<file path="src/rtl/rf_pkg.sv">
package rf_pkg;
  // Returns 1 when one burst of headroom remains above the low-water mark.
  function automatic bit cfg_has_headroom(input int depth, input int burst, input int low_mark);
    return (low_mark + burst) <= depth;
  endfunction
endpackage

</file>
<file path="src/rtl/rf_ring_store.sv">
module rf_ring_store #(
  parameter int W     = 8,
  parameter int DEPTH = 16,
  parameter int AW    = $clog2(DEPTH)
) (
  input  logic          clk,
  input  logic          we,
  input  logic [AW-1:0] waddr,
  input  logic [W-1:0]  wdata,
  input  logic [AW-1:0] raddr,
  output logic [W-1:0]  rdata
);
  logic [W-1:0] cells [DEPTH];

  always_ff @(posedge clk) begin
    if (we) cells[waddr] <= wdata;
  end

  // Asynchronous read: distributed RAM, the oldest byte is visible at once.
  assign rdata = cells[raddr];
endmodule

</file>
<file path="src/rtl/rf_ptr_track.sv">
module rf_ptr_track #(
  parameter int DEPTH = 16,
  parameter int AW    = $clog2(DEPTH),
  parameter int CW    = $clog2(DEPTH + 1)
) (
  input  logic          clk,
  input  logic          rst,
  input  logic          wr_try,
  input  logic          rd_try,
  output logic          wr_fire,
  output logic          rd_fire,
  output logic [AW-1:0] wr_ptr,
  output logic [AW-1:0] rd_ptr,
  output logic [CW-1:0] count,
  output logic          ovf,
  output logic          unf
);
  localparam logic [AW-1:0] LAST = AW'(DEPTH - 1);
  localparam logic [CW-1:0] FULL = CW'(DEPTH);

  logic is_full, is_empty;
  assign is_full  = (count == FULL);
  assign is_empty = (count == '0);
  assign wr_fire  = wr_try && !is_full;
  assign rd_fire  = rd_try && !is_empty;

  always_ff @(posedge clk) begin
    if (rst) begin
      wr_ptr <= '0;
      rd_ptr <= '0;
      count  <= '0;
      ovf    <= 1'b0;
      unf    <= 1'b0;
    end else begin
      if (wr_fire) wr_ptr <= (wr_ptr == LAST) ? '0 : wr_ptr + 1'b1;
      if (rd_fire) rd_ptr <= (rd_ptr == LAST) ? '0 : rd_ptr + 1'b1;
      case ({wr_fire, rd_fire})
        2'b10:   count <= count + 1'b1;
        2'b01:   count <= count - 1'b1;
        default: count <= count;
      endcase
      ovf <= wr_try && is_full;
      unf <= rd_try && is_empty;
    end
  end

  AST_PTRS_MEET_AT_EDGES: assert property (@(posedge clk) disable iff (rst)
    (count == '0 || count == FULL) |-> (wr_ptr == rd_ptr));

  AST_LEVEL_BOUND: assert property (@(posedge clk) disable iff (rst)
    count <= FULL);
endmodule

</file>
<file path="src/rtl/rf_refill_ctl.sv">
module rf_refill_ctl #(
  parameter int DEPTH    = 16,
  parameter int BURST    = 4,
  parameter int LOW_MARK = 8,
  parameter int CW       = $clog2(DEPTH + 1),
  parameter int PW       = $clog2(BURST + 1)
) (
  input  logic          clk,
  input  logic          rst,
  input  logic [CW-1:0] level,
  input  logic          wr_fire,
  input  logic          mem_ack,
  output logic          mem_req,
  output logic [PW-1:0] pending
);
  localparam int SW = CW + 1;

  logic [SW-1:0] committed;
  logic          issue;

  assign committed = SW'(level) + SW'(pending);
  assign issue     = !mem_req && (pending == '0) && (committed < SW'(LOW_MARK));

  always_ff @(posedge clk) begin
    if (rst) begin
      mem_req <= 1'b0;
      pending <= '0;
    end else begin
      if (issue)        mem_req <= 1'b1;
      else if (mem_ack) mem_req <= 1'b0;

      if (issue)                        pending <= PW'(BURST);
      else if (wr_fire && pending != '0) pending <= pending - 1'b1;
    end
  end

  AST_REQ_HELD: assert property (@(posedge clk) disable iff (rst)
    (mem_req && !mem_ack) |=> mem_req);

  AST_ONE_BURST: assert property (@(posedge clk) disable iff (rst)
    $rose(mem_req) |-> ($past(pending) == '0));

  AST_NO_OVERCOMMIT: assert property (@(posedge clk) disable iff (rst)
    committed <= SW'(DEPTH));
endmodule

</file>
<file path="src/rtl/refill_stream_buf.sv">
module refill_stream_buf #(
  parameter int W        = 8,
  parameter int DEPTH    = 16,
  parameter int BURST    = 4,
  parameter int LOW_MARK = 8,
  parameter int AW       = $clog2(DEPTH),
  parameter int CW       = $clog2(DEPTH + 1),
  parameter int PW       = $clog2(BURST + 1)
) (
  input  logic          clk,
  input  logic          rst,
  output logic          mem_req,
  input  logic          mem_ack,
  input  logic          mem_wvalid,
  input  logic [W-1:0]  mem_wdata,
  output logic          out_valid,
  input  logic          out_ready,
  output logic [W-1:0]  out_data,
  output logic [CW-1:0] level,
  output logic          ovf_err,
  output logic          unf_err
);
  if (!rf_pkg::cfg_has_headroom(DEPTH, BURST, LOW_MARK)) begin : g_bad_cfg
    $error("refill_stream_buf: LOW_MARK + BURST must not exceed DEPTH");
  end

  logic          wr_fire, rd_fire;
  logic [AW-1:0] wr_ptr, rd_ptr;
  logic [PW-1:0] pending;

  rf_ptr_track #(.DEPTH(DEPTH), .AW(AW), .CW(CW)) u_ptrs (
    .clk(clk), .rst(rst),
    .wr_try(mem_wvalid), .rd_try(out_ready),
    .wr_fire(wr_fire), .rd_fire(rd_fire),
    .wr_ptr(wr_ptr), .rd_ptr(rd_ptr),
    .count(level), .ovf(ovf_err), .unf(unf_err)
  );

  rf_ring_store #(.W(W), .DEPTH(DEPTH), .AW(AW)) u_store (
    .clk(clk), .we(wr_fire), .waddr(wr_ptr), .wdata(mem_wdata),
    .raddr(rd_ptr), .rdata(out_data)
  );

  rf_refill_ctl #(.DEPTH(DEPTH), .BURST(BURST), .LOW_MARK(LOW_MARK), .CW(CW), .PW(PW)) u_refill (
    .clk(clk), .rst(rst), .level(level), .wr_fire(wr_fire),
    .mem_ack(mem_ack), .mem_req(mem_req), .pending(pending)
  );

  assign out_valid = (level != '0);

  AST_QUIET_IN_RESET: assert property (@(posedge clk)
    $past(rst) |-> (level == '0 && !ovf_err && !unf_err));
endmodule

</file>
<file path="config.mk">
export PLATFORM = sky130hd
export DESIGN_NAME = refill_stream_buf
export DESIGN_NICKNAME = d
export VERILOG_FILES = /design/src/rtl/rf_pkg.sv /design/src/rtl/rf_ring_store.sv /design/src/rtl/rf_ptr_track.sv /design/src/rtl/rf_refill_ctl.sv /design/src/rtl/refill_stream_buf.sv
export SDC_FILE = /design/constraint.sdc
export NUM_CORES = 1
export LEC_CHECK = 0
export ABC_AREA = 1
export BUFFER_PORTS_ARGS = -buffer_cell sky130_fd_sc_hd__buf_2
export CORE_ASPECT_RATIO = 1.2
export CORE_MARGIN = 4
export CORE_UTILIZATION = 61
export DETAILED_ROUTE_END_ITERATION = 12
export PLACE_DENSITY = 0.79
export SYNTH_ARGS = -nofsm -noshare
export SYNTH_HDL_FRONTEND = slang
export SYNTH_SLANG_ARGS = --single-unit
</file>
<file path="constraint.sdc">
create_clock -name clk -period 2.15 [get_ports clk]
set_input_delay 0.43 -clock clk [delete_from_list [all_inputs] [get_ports clk]]
set_output_delay 0.43 -clock clk [all_outputs]
set_load 0.02 [all_outputs]
</file>
==> results.toml <==
[run]
drv_cap = 0

[die]
die_w_um = 101
fp-row-count = 40
coreArea_sq_um = 10100
io-pin-count = 30
die_area_sq_um = 12100
start_util = 0.630
die_h_um = 120

[sta]
min_period_ns = 2.31
rsz0062_at_grt = "yes"
setup_viol = 8
final_hold_viol_count = 0
worstMarginPinSlew_ns = 0.444
maxSlewViolCount = 0
setup_slack_ns = -0.156
timing.setup.tns_ns = -0.919
fin_skew_ns = 0.00613
timing.fmax_mhz = 434
timing.final.crit_share = 1.07
relSlewSlack = 0.703

[synthesis]
synth_area_sq_um = 6370
synthesis.nets = 537
yosys.cell_types.count = 36
synth_top_family_by_area = "compound AO/OA/AOI/OAI gates"
synth_xor_area_frac = 0.00963
syn_inst = 513
ys_seq_area_frac = 0.676
ys_ff_latch = 151
muxShareOfSynthArea = 0.0503
synthFlopType = "edfxtp_1"
synthAdderAreaFrac = 0.0216
avgSynthCellArea_sq_um = 12.4
ys_warn_count = 0
synth-simple-area-share = 0.0757
synth_edf_count = 128
async_reset_ff_frac = 0
synth-compound-area-share = 0.115

[cells_and_area]
postLayoutCellArea_sq_um = 7580
n_antenna_cell = 0
final_nets = 599
syn_to_final_growth_pct = 19.0
fillers = 626
drive_above_1_share = 0.210

[placement]
io_buffers = 29
dp_hpwl_mm = 8.93
gp_congestion = 0.810
placed_cell_area_sq_um = 6850

[detailed_routing]
avgViaCountPerCell = 5.96
drtPass1Iterations = 5
detail-route-antenna-nets = 0
vias = 4253
wirelength_mm = 14.0
drcViolationCount = 0
drt_iter0_markers = 393
wl_per_cell_um = 19.6

[pwr]
ir_worst_vdd_mv = 0.816
powerDensity_nw_per_um2 = 1210
power.leakage_nw = 2.79

[grt]
grt_pass1_vias = 4390
overflow = 0
grt_antenna_before_repair = 0
grt.total_usage = 0.246
grt_pass1_wl_mm = 22.6
grt_max_degree = 33

[status]
status = "complete, but fails checks"
violations = "setup timing"

[worst_setup_path]
worst-path-buf-inv = 3
required_ns = 1.72
crit_type = "flip-flop to output pin"
critPathLaunchType = "flip-flop"
crit_family = "buffers and inverters"
end_kind = "output pin"
arrival_ns = 1.88
crit_chain = "buf_12, buf_6, mux2i_4, o211ai_1, o211ai_1, nand2_1, buf_2"
slowest_stage = "dfxtp_4"
slowest_delay_ns = 0.38
cpMostUsedCell = "o211ai_1"
path_max_fanout = 16

[min_path]
hold_path.class = "input port to flip-flop"

[clocking]
clk_path_buf_depth = 2
clk-insertion-delay-late_ns = 0.41
cts_buffers = 17
cts_tree = "done"
h-tree-depth = 4
cts.sinks = 151
cts-root-buf = "clkbuf_16"
clkTransAtPathRegs_ns = 0.06
state kept, by name, indices dropped and copies added, names as in the netlist, named ones only:
signal and flops:
u_store.cells 128, u_ptrs.count 5, u_ptrs.rd_ptr 4, u_ptrs.wr_ptr 4, u_refill.pending 3, u_ptrs.ovf 1, u_ptrs.unf 1, u_refill.mem_req 1
final timing paths:
kind,from,endpoint,slack [ns],cells past startpoint
hold reg to reg,u_refill.pending[0],u_refill.pending[0],0.49,2
hold / removal,mem_ack,u_refill.mem_req,0.28,4
setup / recovery,flip-flop,out_data[2],-0.16,7
setup reg to reg,u_ptrs.count[2],u_ptrs.count[4],0.22,14
power by group:
group          internal (mW)  leakage [nW]  switching (mW)
Clock                   1.56         0.252            1.06
Sequential              3.36          1.35           0.124
Combinational           1.25          1.19            1.80
per-stage QoR:
step	util	total power [mW]	setup WS, ns	hold WS [ns]	cells
2_1_floorplan	-	5.31	0.00754	0.453	513
3_3_place_gp	0.677	6.06	0.169	0.474	676
3_5_place_dp	0.677	6.17	0.0122	0.486	676
4_1_cts	0.739	8.99	-0.141	0.268	710
5_1_grt	0.750	9.63	-0.230	0.284	713
6_report	0.750	9.15	-0.156	0.278	713
timing repair:
action,4_1_cts,5_1_grt
resized for setup,25,20
cloned,0,1
setup buffers,3,2
hold buffers,0,0
setup endpoints to repair,9,11
pin swaps,8,7
cell usage in the layout (no fill, tap or decap), types with 3 or more instances in the layout:
cell type / instances
nand2_1: 37
clkinv_1: 4
nor3_1: 4
a21oi_2: 6
nor2_1: 36
dfxtp_1: 20
o211ai_1: 33
clkbuf_1: 3
buf_6: 4
o21ai_0: 34
o21ai_1: 14
clkbuf_16: 18
a21oi_1: 35
nand3_1: 13
o21ai_2: 3
inv_1: 53
buf_2: 22
xor2_1: 4
buf_4: 33
edfxtp_1: 128
ha_1: 10
clkinv_2: 4
buf_12: 5
mux2i_1: 29
routing by layer:
metal	wire length, um	up-vias	global-route usage
met1	5360	2057	0.317
met3	1080	37	0.0564
met5	0	-	0
met4	437	0	0.0898
li1	-	1959	-
met2	7130	200	0.405
logic make-up after synthesis:
| group | count (synthesis) |
|---|---|
| buffers and inverters | 80 |
| XOR/XNOR | 7 |
| multiplexers | 32 |
| AO/OA/AOI/OAI | 127 |
| flip-flops | 151 |
| AND/OR/NAND/NOR | 105 |
| adder cells (fa/ha/maj) | 11 |
area by class of cell:
| cell class | instances | area, sq um | share of cell area |
|---|---|---|---|
| sequential | 151 | 4310 | 0.569 |
| multi-input combinational | 282 | 1810 | 0.239 |
| timing repair buffer | 67 | 558 | 0.0736 |
| clock buffer | 20 | 437 | 0.0576 |
| inverter | 56 | 215 | 0.0284 |
| tap | 126 | 158 | 0.0208 |
| clock inverter | 11 | 85.1 | 0.0112 |
cell usage after synthesis (2+ instances only):
cell type | n | area (sq um)
clkbuf_1 | 13 | 48.8
nand3_2 | 3 | 30.0
nor2_2 | 2 | 12.5
o21ai_0 | 48 | 240
buf_2 | 5 | 25.0
nand2_1 | 37 | 139
inv_4 | 2 | 12.5
o211ai_1 | 33 | 248
buf_1 | 2 | 7.51
a21oi_2 | 2 | 17.5
nand2_4 | 2 | 22.5
nor3_1 | 4 | 20.0
nand2_2 | 2 | 12.5
xnor2_1 | 2 | 17.5
edfxtp_1 | 128 | 3840
ha_1 | 11 | 138
o21ai_1 | 2 | 10.0
dfxtp_1 | 23 | 460
inv_1 | 53 | 199
nor3b_1 | 2 | 15.0
mux2i_1 | 32 | 320
xor2_1 | 5 | 43.8
nor2_1 | 36 | 135
a21oi_1 | 39 | 195
nand3_1 | 13 | 65.1
buf_4 | 2 | 15.0
worst min-delay path: cells and delay by family:
family / cells / cell delay [ns]
AOI/OAI and AO/OA: 1 / 0.05
buffers and inverters: 2 / 0.11
and+or+nand+nor: 1 / 0.05
Note: power is estimated with default switching activity, not from simulation.
